===== config.mk =====
export PLATFORM = sky130hd
export DESIGN_NAME = wrdata_gen
export DESIGN_NICKNAME = d
export VERILOG_FILES = /design/src/rtl/wrdata_gen.sv
export SDC_FILE = /design/constraint.sdc
export NUM_CORES = 1
export LEC_CHECK = 0
export BUFFER_PORTS_ARGS = -buffer_cell sky130_fd_sc_hd__buf_2
export CAP_MARGIN = 20
export CORE_MARGIN = 1.5
export CORE_UTILIZATION = 36
export CTS_CLUSTER_DIAMETER = 80
export CTS_CLUSTER_SIZE = 25
export DETAILED_ROUTE_END_ITERATION = 8
export GPL_TIMING_DRIVEN = 0
export PLACE_DENSITY = 0.75
export SYNTH_ARGS = -nofsm -noshare
export SYNTH_HDL_FRONTEND = slang
export SYNTH_SLANG_ARGS = --single-unit

===== constraint.sdc =====
create_clock -name clk -period 1.2 [get_ports clk]
set_input_delay 0.18 -clock clk [delete_from_list [all_inputs] [get_ports clk]]
set_output_delay 0.18 -clock clk [all_outputs]
set_load 0.02 [all_outputs]

===== src/rtl/wrdata_gen.sv =====
module wrdata_gen #(
  parameter int DATA_W    = 32,
  parameter int BURST_LEN = 16,
  parameter int CHOP_LEN  = 8
) (
  input  logic              clk,
  input  logic              rst_n,
  input  logic              cmd_valid,
  input  logic              cmd_fill,
  input  logic              cmd_chop,
  input  logic [DATA_W-1:0] lane_data,
  input  logic              lane_valid,
  input  logic              fill_we,
  input  logic [7:0]        fill_wdata,
  output logic [7:0]        fill_byte,
  output logic              beat_valid,
  output logic [DATA_W-1:0] beat_data,
  output logic [$clog2(BURST_LEN)-1:0] beat_idx,
  output logic              beat_last,
  output logic              lanes_idle,
  output logic              busy,
  output logic              cmd_reject
);
  localparam int BEAT_W = $clog2(BURST_LEN);
  localparam int LANES  = DATA_W / 8;
  localparam logic [BEAT_W-1:0] FULL_END = BEAT_W'(BURST_LEN - 1);
  localparam logic [BEAT_W-1:0] CHOP_END = BEAT_W'(CHOP_LEN - 1);

  logic              active, fill_mode, chop_mode;
  logic [BEAT_W-1:0] beat;
  logic [7:0]        fill_reg, fill_snap;
  logic              take;

  assign take       = cmd_valid & ~active;
  assign busy       = active;
  assign cmd_reject = cmd_valid & active;
  assign lanes_idle = active & fill_mode;
  assign fill_byte  = fill_reg;
  assign beat_idx   = beat;
  assign beat_valid = active & (fill_mode | lane_valid);
  assign beat_data  = fill_mode ? {LANES{fill_snap}} : lane_data;
  assign beat_last  = beat_valid & (beat == (chop_mode ? CHOP_END : FULL_END));

  always_ff @(posedge clk) begin
    if (!rst_n) begin
      fill_reg <= '0;
    end else if (fill_we) begin
      fill_reg <= fill_wdata;
    end
  end

  always_ff @(posedge clk) begin
    if (!rst_n) begin
      active    <= 1'b0;
      fill_mode <= 1'b0;
      chop_mode <= 1'b0;
      beat      <= '0;
      fill_snap <= '0;
    end else if (take) begin
      active    <= 1'b1;
      fill_mode <= cmd_fill;
      chop_mode <= cmd_chop;
      beat      <= '0;
      fill_snap <= fill_reg;
    end else if (beat_valid) begin
      if (beat_last) begin
        active <= 1'b0;
      end else begin
        beat <= beat + 1'b1;
      end
    end
  end
endmodule


# ---- Yosys cells after proc, flatten, opt, wreduce, memory -nomap -nowiden
# Index checks and enable logic that the tools add are counted.
# Widths: inputs -> output; s select.
dict set report totals {
  ff_bits 23
  in_bits 47
  wordCells 27
}
dict set report classes {
  n_reduce_logical 5
  addsub 1
  bitwise 9
  n_eq_ne 1
  n_mux 5
}
# op count
set ops {}
lappend ops {{$mux 32} 1}
lappend ops {{$and 1x1->1} 5}
lappend ops {{$add 4x1->4 const B} 1}
lappend ops {{$eq 4x4->1} 1}
lappend ops {{$mux 4} 1}
lappend ops {{$reduce_and 2->1} 2}
lappend ops {{$reduce_bool 2->1} 2}
lappend ops {{$mux 1} 3}
lappend ops {{$not 1->1} 3}
lappend ops {{$reduce_or 2->1} 1}
lappend ops {{$or 1x1->1} 1}

# ---- Depth between registers and ports, before layout
# Gate-level depths: netlist of the first run.
dict set report logic_depth {
  ltp_word 6
  mapped_depth 5
  depth_no_buf 4
}

# ---- Least setup slack after synthesis of the first run
# No wires, ideal clock.
dict set report synth_path {
  kind {register to register}
  start {register beat[0], in the netlist beat_idx[0]}
  end {register active, in the netlist busy}
  path_stages_with_launch 5
  t_arrival_ns 1.240
  path_buffers 0
  setup_slack_ns -0.164
  setup_time_ns 0.124
  path_cell_list {dfxtp_1 -> ha_1 -> and2_1 -> and3_1 -> nor2_1}
}
dict set report synth_via {
  elab_chain_len 4
}
# item line_no
set synth_rtl {}
lappend synth_rtl {{start, declared} 30} ;# logic [BEAT_W-1:0] beat;
lappend synth_rtl {{start signal, assigned} 69} ;# beat <= beat + 1'b1;
lappend synth_rtl {{$eq 4x4->1} 42} ;# assign beat_last = beat_valid & (beat == (chop_mode ? CHOP_END : FULL_END));
lappend synth_rtl {{$and 1x1->1} 42}
lappend synth_rtl {{named net beat_last} 19} ;# output logic beat_last,
lappend synth_rtl {{$reduce_bool 2->1 (no line)} --}
lappend synth_rtl {{$reduce_and 2->1 (no line)} --}
lappend synth_rtl {{end signal, assigned} 54} ;# active <= 1'b0;
lappend synth_rtl {{end signal, assigned} 60} ;# active <= 1'b1;
lappend synth_rtl {{end signal, assigned} 67} ;# active <= 1'b0;
lappend synth_rtl {{end, declared} 29} ;# logic active, fill_mode, chop_mode;
# The timed path passes the listed nets, and every way through them passes these cells.
# A chain may end at the register's enable or synchronous reset.

# ---- Worst setup path after layout of the first run
dict set report layout_path {
  start {register fill_mode}
  end {output beat_data[20]}
}
dict set report layout_via {
  elab_chain_len 1
}
# item line_no
set layout_rtl {}
lappend layout_rtl {{start, declared} 29}
lappend layout_rtl {{start signal, assigned} 61} ;# fill_mode <= cmd_fill;
lappend layout_rtl {{$mux 32} 41} ;# assign beat_data = fill_mode ? {LANES{fill_snap}} : lane_data;
lappend layout_rtl {{end, declared} 17} ;# output logic [DATA_W-1:0] beat_data,
# No other way between the ends.

==> results of run 1 <==
-- worst register-to-register path, cell delays in order (launching register included) --
cell and delay [ns]:
dfxtp_2 0.36, ha_4 0.15, and2_4 0.16, buf_6 0.11, buf_6 0.12, a211oi_2 0.19
mux2i_1 0.21
-- final timing paths --
path / cells after the start / startpoint / end
worst max-delay path: 4 / fill_mode$_SDFFE_PN0P_ / beat_data[20]
worst min-delay path: 3 / cmd_fill / fill_mode$_SDFFE_PN0P_
worst min register to register: 2 / fill_byte[6]$_SDFFE_PN0P_ / fill_snap[6]$_SDFFE_PN0P_
worst max register to register: 6 / beat_idx[0]$_SDFFE_PP0P_ / beat_idx[3]$_SDFFE_PP0P_
-- layout by cell type, fill, tap and decap left out, drive strengths merged, types with 3 or more instances in the layout --
cell type  Yosys  routed
a21boi        10      10
and2           3       3
buf            5     107
clkbuf         6       9
dfxtp         23      23
inv           33      33
mux2i         11      11
nand2         29      29
nand3          5       5
nor2b          8       8
o21ai         34      34
-- kinds of logic (layout without fill, tap and decap cells) --
logic type	after synthesis	in the layout	synth area share, %
AO/OA/AOI/OAI	48	48	21.84
AND/OR/NAND/NOR	51	51	18.33
flip-flops	23	23	34.95
multiplexers	11	11	8.357
buffers and inverters	44	150	14.34
XOR/XNOR	1	1	1.235
adder cells (fa/ha/maj)	1	1	0.9495
-- power by group through the flow --
stage / combinational, µW / clock (µW) / sequential, µW
2_1_floorplan: 289 / 0 / 862
3_3_place_gp: 510 / 0 / 842
4_1_cts: 602 / 381 / 827
3_5_place_dp: 514 / 0 / 842
6_report: 695 / 362 / 830
5_1_grt: 740 / 409 / 836
-- state kept, by name, indices dropped and copies added, names as in the netlist --
name / count
beat_idx: 4
busy: 1
chop_mode: 1
fill_byte: 8
fill_mode: 1
fill_snap: 8
-- per-layer routing --
metal	up-vias	track usage (%)	share of wire [%]
li1	781	-	-
met1	692	21.01	39
met2	74	34.61	52
met3	6	3.393	7.5
met4	0	7.065	1.5
met5	-	0	0
-- repair_timing --
| action | in CTS | in global routing |
|---|---|---|
| endpoints found under the setup margin | 38 | 40 |
| cloned | 1 | 0 |
| pin swaps | 3 | 2 |
| buffers inserted | 5 | 3 |
| resized for setup | 83 | 57 |
-- area by class of cell --
type / count / share of cell area [%]
multi-input combinational: 112 / 35.94
timing repair buffer: 102 / 30.01
sequential: 23 / 20.40
inverter: 33 / 5.343
buffer: 11 / 4.533
tap: 46 / 2.482
clock buffer: 3 / 0.9714
clock inverter: 1 / 0.3238
-- cells in the mapped netlist, drive strengths merged --
master / n / area (µm²)
nand2: 29 / 108.9
buf: 5 / 41.28
and2b: 1 / 7.510
ha: 1 / 12.51
nand3b: 2 / 15.01
nand2b: 1 / 6.260
nor2b: 8 / 50.05
clkbuf: 6 / 23.77
nor2: 1 / 3.750
o21ai: 34 / 173.9
xor2: 1 / 16.27
a211oi: 2 / 25.02
a21boi: 10 / 75.07
a21oi: 2 / 13.76
and3: 1 / 6.260
inv: 33 / 123.9
dfxtp: 23 / 460.4
mux2i: 11 / 110.1
nand3: 5 / 25.02
and2: 3 / 18.77
-- through the flow --
step	cell area, µm²	hold WS, ns	TNS [ns]	total power, µW	worst slack (ns)
final	2318	0.09967	-7.233	1887	-0.2379
after global routing	2318	0.1098	-9.448	1985	-0.2966
after CTS	2101	0.09323	-7.062	1810	-0.2581
after detailed placement	1848	0.4396	-2.288	1357	-0.1212
after global placement	1848	0.4386	-2.061	1351	-0.1214
after floorplan	1325	0.3249	-0.02980	1151	-0.001472
==> results.ini, run 1 <==
[clock_network]
cts_max_level = 1
clock-root-buffer = clkbuf_4
cts_hold_buf = 0
cts_buffers = 3
insertion_delay_ns = 0.31
cts_tree = yes
clock_path_buffers = 2
path_clk_slew_ns = 0.13
cts.sinks = 23

[power]
internal_power_uw = 1252
p_leak_uw = 0.001250
switching_share_pct = 33.68
power_frac_seq_pct = 44.0
power.density_mw_per_mm2 = 814.0
clockPowerShare_pct = 19.2
combPwrFrac_pct = 36.8
ir_drop_mv = 0.4803
power.net_switching_uw = 635.7

[worst_setup_path]
crit_slowest_cell = dfxtp_4
critical_path_buf_inv_count = 2
critical_path_class = reg -> out
critPathLaunchType = register
cp_top_family = flip-flops
endpoint_kind = primary output
rrSetupSlack_ns = -0.16
cp_data_required_time_ns = 1.02
arrival_ns = 1.26
worst-path-max-fanout = 7
slowest_delay_ns = 0.44
crit_chain = buf_8 > nand2_4 > o21ai_1 > buf_4

[logic_synthesis]
syn_area_mm2 = 0.001318
synth_nets = 227
postSynthCellCount = 179
ys_types = 26
synth_seq_area_share_pct = 34.95
avgSynthCellArea_um2 = 7.360
synth-seq-cells = 23
ys_warn_count = 0

[place]
placed_cells = 318
numPortBuffers = 93
detailed_place_hpwl_um = 2748
gp_congestion = 0.7862

[global_routing]
grt-ovfl-total = 0
grt_antenna_before_repair = 0
grt_pass1_vias = 1373
grt_first_pass_wirelength_um = 6141
grt_max_degree = 15
grt_usage_pct = 18.70

[flow_run]
max-cap-violations = 0

[layout]
antenna_cells = 0
fin_util_pct = 67.88
nNetsFinal = 334
multi_input_area_um2 = 833.3
final_cells = 331
fillers = 294
seq_area_um2 = 473.0
layout-drive-gt1-share_pct = 55.09
area_delta_synth_final_pct = 75.97

[route]
route.detailed.drc = 0
first_pass_iters = 4
ant_nets = 0
wl_per_cell_um = 12.80
vias = 1553
routed_wl_um = 4238
drt_iter0_drc = 23
vias_per_cell = 4.692

[timing]
finalHoldViolations = 0
max_slew.worst_pin.slew_ns = 0.3747
setup_viol = 39
finalMaxSlewViolations = 0
setup_ws_ns = -0.2379
maxSlewHeadroom_pct = 75.02
fin_crit_sh_pct = 119.8
fmax_mhz = 695.5
rsz0062_at_grt = true
skew_ns = 0.009039
finalCriticalPeriod_ns = 1.438

[worst_hold_path]
hold_path.class = in -> reg

[floorplanning]
fp.dieW_um = 63.50
die_h_um = 63.50
core-area_mm2 = 0.003416
io_pins = 96
dieArea_mm2 = 0.004032
initial_core_util_pct = 38.57
std_cell_rows = 21

[outcome]
violations = negative setup slack
status = finished with violations

Note: power is estimated with default switching activity, not from simulation.
==> inputs of run 2 (changes only) <==
Settings changed: PLACE_DENSITY 0.75 to 0.76, TNS_END_PERCENT set to 5.
==> results.ini, run 2 (synthesized netlist as in run 1, its figures left out) <==
[timing]
fin_crit_sh_pct = 121.6
finalCriticalPeriod_ns = 1.459
fmax_mhz = 685.2
setup_ws_ns = -0.2593
max_slew.worst_pin.slew_ns = 0.3621
finalHoldViolations = 0
skew_ns = 0.004322
rsz0062_at_grt = true
whs_ns = 0.1034
finalMaxSlewViolations = 0
setup_viol = 39
maxSlewHeadroom_pct = 75.86

[power]
clockPowerShare_pct = 18.9
internal_power_uw = 1271
power_frac_seq_pct = 43.6
ir_drop_mv = 0.6836
power.density_mw_per_mm2 = 811.2
combPwrFrac_pct = 37.5
p_leak_uw = 0.001271
power.net_switching_uw = 642.8
switching_share_pct = 33.58

[clock_network]
cts_tree = yes
cts_max_level = 1
clock_path_buffers = 2
cts_buffers = 3
clock-root-buffer = clkbuf_4
cts.sinks = 23
path_clk_slew_ns = 0.13
insertion_delay_ns = 0.31

[global_routing]
grt_antenna_before_repair = 0
grt_first_pass_wirelength_um = 5816
grt_usage_pct = 17.82
grt_max_degree = 15
grt_pass1_vias = 1293
grt-ovfl-total = 0

[route]
route.detailed.drc = 0
routed_wl_um = 4214
drt_iter0_drc = 36
wl_per_cell_um = 12.77
vias_per_cell = 4.673
first_pass_iters = 4
vias = 1542
ant_nets = 0

[worst_setup_path]
crit_chain = ha_4 > and2_4 > and3_4 > buf_6
endpoint_kind = primary output
crit_slowest_cell = dfxtp_2
arrival_ns = 1.28
cp_data_required_time_ns = 1.02
critPathLaunchType = register
slowest_delay_ns = 0.37
cp_top_family = flip-flops
critical_path_class = reg -> out
critical_path_buf_inv_count = 1
worst-path-max-fanout = 2

[floorplanning]
core-area_mm2 = 0.003416
io_pins = 96
std_cell_rows = 21
dieArea_mm2 = 0.004032
fp.dieW_um = 63.50
initial_core_util_pct = 38.57
die_h_um = 63.50

[place]
detailed_place_hpwl_um = 2772
place_area_mm2 = 0.001848
numPortBuffers = 93
gp_congestion = 0.8260

[outcome]
violations = negative setup slack
status = finished with violations

[layout]
final_common_cell = buf_2
final_cell_mix = buf_2, inv_1, buf_6, o21ai_2, nand2_1
fin_util_pct = 69.08
nNetsFinal = 333
area_delta_synth_final_pct = 79.11
antenna_cells = 0
layout-drive-gt1-share_pct = 55.99
fin_area_mm2 = 0.002360

[flow_run]
max-cap-violations = 0

[worst_hold_path]
hold_path.class = in -> reg

==> run 2: timing repair <==
item                       in CTS  in global routing
buffers inserted                4                  3
pin swaps                       2                  1
hold endpoints to repair        0                  0
resized for setup              28                126
gates cloned                    0                  1
setup endpoints to repair      38                 41
hold buffers                    0                  0
==> run 2: stage by stage <==
| stage | setup TNS [ns] | power, µW | std cells | setup WS, ns |
|---|---|---|---|---|
| 5_1_grt | -10.33 | 2030 | 330 | -0.3164 |
| 2_1_floorplan | -0.02980 | 1151 | 179 | -0.001472 |
| 3_5_place_dp | -2.648 | 1358 | 318 | -0.1167 |
| 3_3_place_gp | -2.696 | 1350 | 318 | -0.1382 |
| 6_report | -7.415 | 1914 | 330 | -0.2593 |
| 4_1_cts | -8.131 | 1740 | 326 | -0.2561 |
==> run 2: power groups by stage <==
stage / Combinational, µW / Clock, µW / Sequential [µW]
3_3_place_gp: 509 / 0 / 841
5_1_grt: 767 / 423 / 840
2_1_floorplan: 289 / 0 / 862
3_5_place_dp: 516 / 0 / 843
6_report: 718 / 362 / 834
4_1_cts: 541 / 374 / 825
==> run 2: worst min-delay path: stages <==
cell and delay [ns]:
buf_2 0.10, nand2_1 0.04, a21boi_0 0.06
==> run 2: final timing paths <==
kind | from | end | slack [ns] | cells past startpoint
setup / recovery | beat_idx[1]$_SDFFE_PP0P_ | beat_last | -0.26 | 4
hold / removal | cmd_fill | fill_mode$_SDFFE_PN0P_ | 0.10 | 3
setup reg to reg | beat_idx[1]$_SDFFE_PP0P_ | beat_idx[0]$_SDFFE_PP0P_ | -0.12 | 5
hold reg to reg | fill_snap[7]$_SDFFE_PN0P_ | fill_snap[7]$_SDFFE_PN0P_ | 0.48 | 2
==> run 2: cell type report <==
class / instances / area, µm²
fillers: 289 / 1056
inverters: 33 / 123.9
plain buffers: 11 / 103.9
flip-flops and latches: 23 / 471.7
well taps: 46 / 57.56
clock buffers: 3 / 22.52
repair buffers: 101 / 719.4
clock inverters: 1 / 7.507
multi-input cells: 112 / 853.3
==> run 2: per-layer routing <==
layer | vias up | routed length (µm) | GRT usage, %
met5 | - | 0 | 0
li1 | 780 | - | -
met4 | 0 | 50 | 8.696
met3 | 5 | 297 | 3.571
met1 | 690 | 1774 | 21.08
met2 | 67 | 2091 | 30.53
==> inputs of run 3 (changes only) <==
==> constraint.sdc (replaced) <==
create_clock -name clk -period 1.2 [get_ports clk]
set_input_delay 0.06 -clock clk [delete_from_list [all_inputs] [get_ports clk]]
set_output_delay 0.06 -clock clk [all_outputs]
set_load 0.02 [all_outputs]
==> results.ini, run 3 (synthesized netlist as in run 1, its figures left out) <==
[outcome]
status = finished with violations
violations = negative setup slack

[layout]
area_delta_synth_final_pct = 77.59
multi_input_area_um2 = 817.0
final_cell_mix = buf_2, inv_1, nand2_1, buf_4, o21ai_2
layout-drive-gt1-share_pct = 52.40
seq_area_um2 = 469.2
nNetsFinal = 341
final_common_cell = buf_2
fillers = 286
final_cells = 338
antenna_cells = 0

[timing]
fin_crit_sh_pct = 111.3
finalCriticalPeriod_ns = 1.336
finalHoldViolations = 0
setup_ws_ns = -0.1360
max_slew.worst_pin.slew_ns = 0.3622
whs_ns = 0.01402
setup_viol = 37
finalMaxSlewViolations = 0
maxSlewHeadroom_pct = 75.85
rsz0062_at_grt = true
skew_ns = 0.003648
fmax_mhz = 748.5

[clock_network]
clock-root-buffer = clkbuf_4
insertion_delay_ns = 0.32
cts_max_level = 1
path_clk_slew_ns = 0.13
cts.sinks = 23
cts_buffers = 3
cts_tree = yes
clock_path_buffers = 2

[route]
vias = 1586
routed_wl_um = 4255
first_pass_iters = 4
route.detailed.drc = 0
ant_nets = 0
drt_iter0_drc = 42
vias_per_cell = 4.692
wl_per_cell_um = 12.59

[worst_setup_path]
critPathLaunchType = register
worst-path-max-fanout = 2
critical_path_class = reg -> out
cp_data_required_time_ns = 1.14
arrival_ns = 1.28
endpoint_kind = primary output
r2r-start = beat_idx[1]$_SDFFE_PP0P_
slowest_delay_ns = 0.36
crit_slowest_cell = dfxtp_2
cp_top_family = flip-flops
critPathLaunch = beat_idx[1]$_SDFFE_PP0P_
critical_path_buf_inv_count = 1
crit_chain = ha_4 > and2_4 > and3_4 > buf_6

[power]
p_leak_uw = 0.001263
totalPowerFinal_uw = 1895
ir_drop_mv = 0.7301
power.density_mw_per_mm2 = 810.0

[global_routing]
grt_max_degree = 15
grt_usage_pct = 20.01
grt_pass1_vias = 1483
grt_antenna_before_repair = 0
grt-ovfl-total = 0
grt_first_pass_wirelength_um = 6527

[flow_run]
max-cap-violations = 0

[worst_hold_path]
hold_path.class = in -> reg
min_from = fill_wdata[6]

[floorplanning]
dieArea_mm2 = 0.004032
die_h_um = 63.50
std_cell_rows = 21
core-area_mm2 = 0.003416
io_pins = 96
initial_core_util_pct = 38.57
fp.dieW_um = 63.50

[place]
numPortBuffers = 93
placed_cells = 318
gp_congestion = 0.7737
detailed_place_hpwl_um = 2842
dp_slack_ns = -0.0009839

run 3: cell count changes in the layout (fill, tap and decap cells not counted), sizes merged:
cell	change
dlygate4sd3	+9
buf	-3
clkbuf	+2
run 3: path summary, 6_finish.rpt:
check | depth (start not counted) | endpoint | slack (ns)
setup / recovery | 4 | beat_last | -0.14
hold / removal | 3 | fill_byte[6]$_SDFFE_PN0P_ | 0.01
setup reg to reg | 5 | beat_idx[3]$_SDFFE_PP0P_ | -0.12
hold reg to reg | 2 | fill_snap[5]$_SDFFE_PN0P_ | 0.48
run 3: area by class of cell:
| type | instances | share of cell area (%) |
|---|---|---|
| repair buffers | 109 | 31.39 |
| multi-input cells | 112 | 34.92 |
| flip-flops and latches | 23 | 20.05 |
| clock buffers | 3 | 0.9626 |
| plain buffers | 11 | 4.599 |
| inverters | 33 | 5.294 |
| well taps | 46 | 2.460 |
| clock inverters | 1 | 0.3209 |
run 3: worst reg2reg max path, stage by stage, from the launching register on:
cell	delay, ns
dfxtp_2	0.36
ha_4	0.15
and2_4	0.15
buf_6	0.12
a211oi_2	0.22
mux2i_1	0.23
run 3: per-layer routing:
layer / global-route usage [%] / vias to the layer above / share of wire, %
met1: 22.10 / 704 / 39
met5: 0 / - / 0
met4: 7.337 / 0 / 1.8
li1: - / 802 / -
met3: 3.571 / 9 / 6.6
met2: 37.63 / 71 / 52
run 3: through the flow:
| stage | util, % | area, µm² | TNS (ns) |
|---|---|---|---|
| after detailed placement | 54.32 | 1856 | -0.0009839 |
| after global placement | 54.32 | 1856 | 0 |
| after global routing | 68.50 | 2340 | -4.896 |
| final | 68.50 | 2340 | -2.665 |
| after floorplan | - | 1333 | 0 |
| after CTS | 64.65 | 2208 | -2.783 |
run 3: what timing repair did:
action / in CTS / in global routing
endpoints found under the hold margin: 9 / 0
endpoints found under the setup margin: 38 / 40
hold buffers: 9 / 0
gates cloned: 1 / 0
setup buffers: 6 / 0
resized for setup: 76 / 46
pin swaps: 5 / 0
run 3: power by group:
part           leakage, µW  internal [µW]  switching (µW)
Sequential        0.000190            796            35.4
Clock            0.0000139            127             246
Combinational      0.00106            330             359
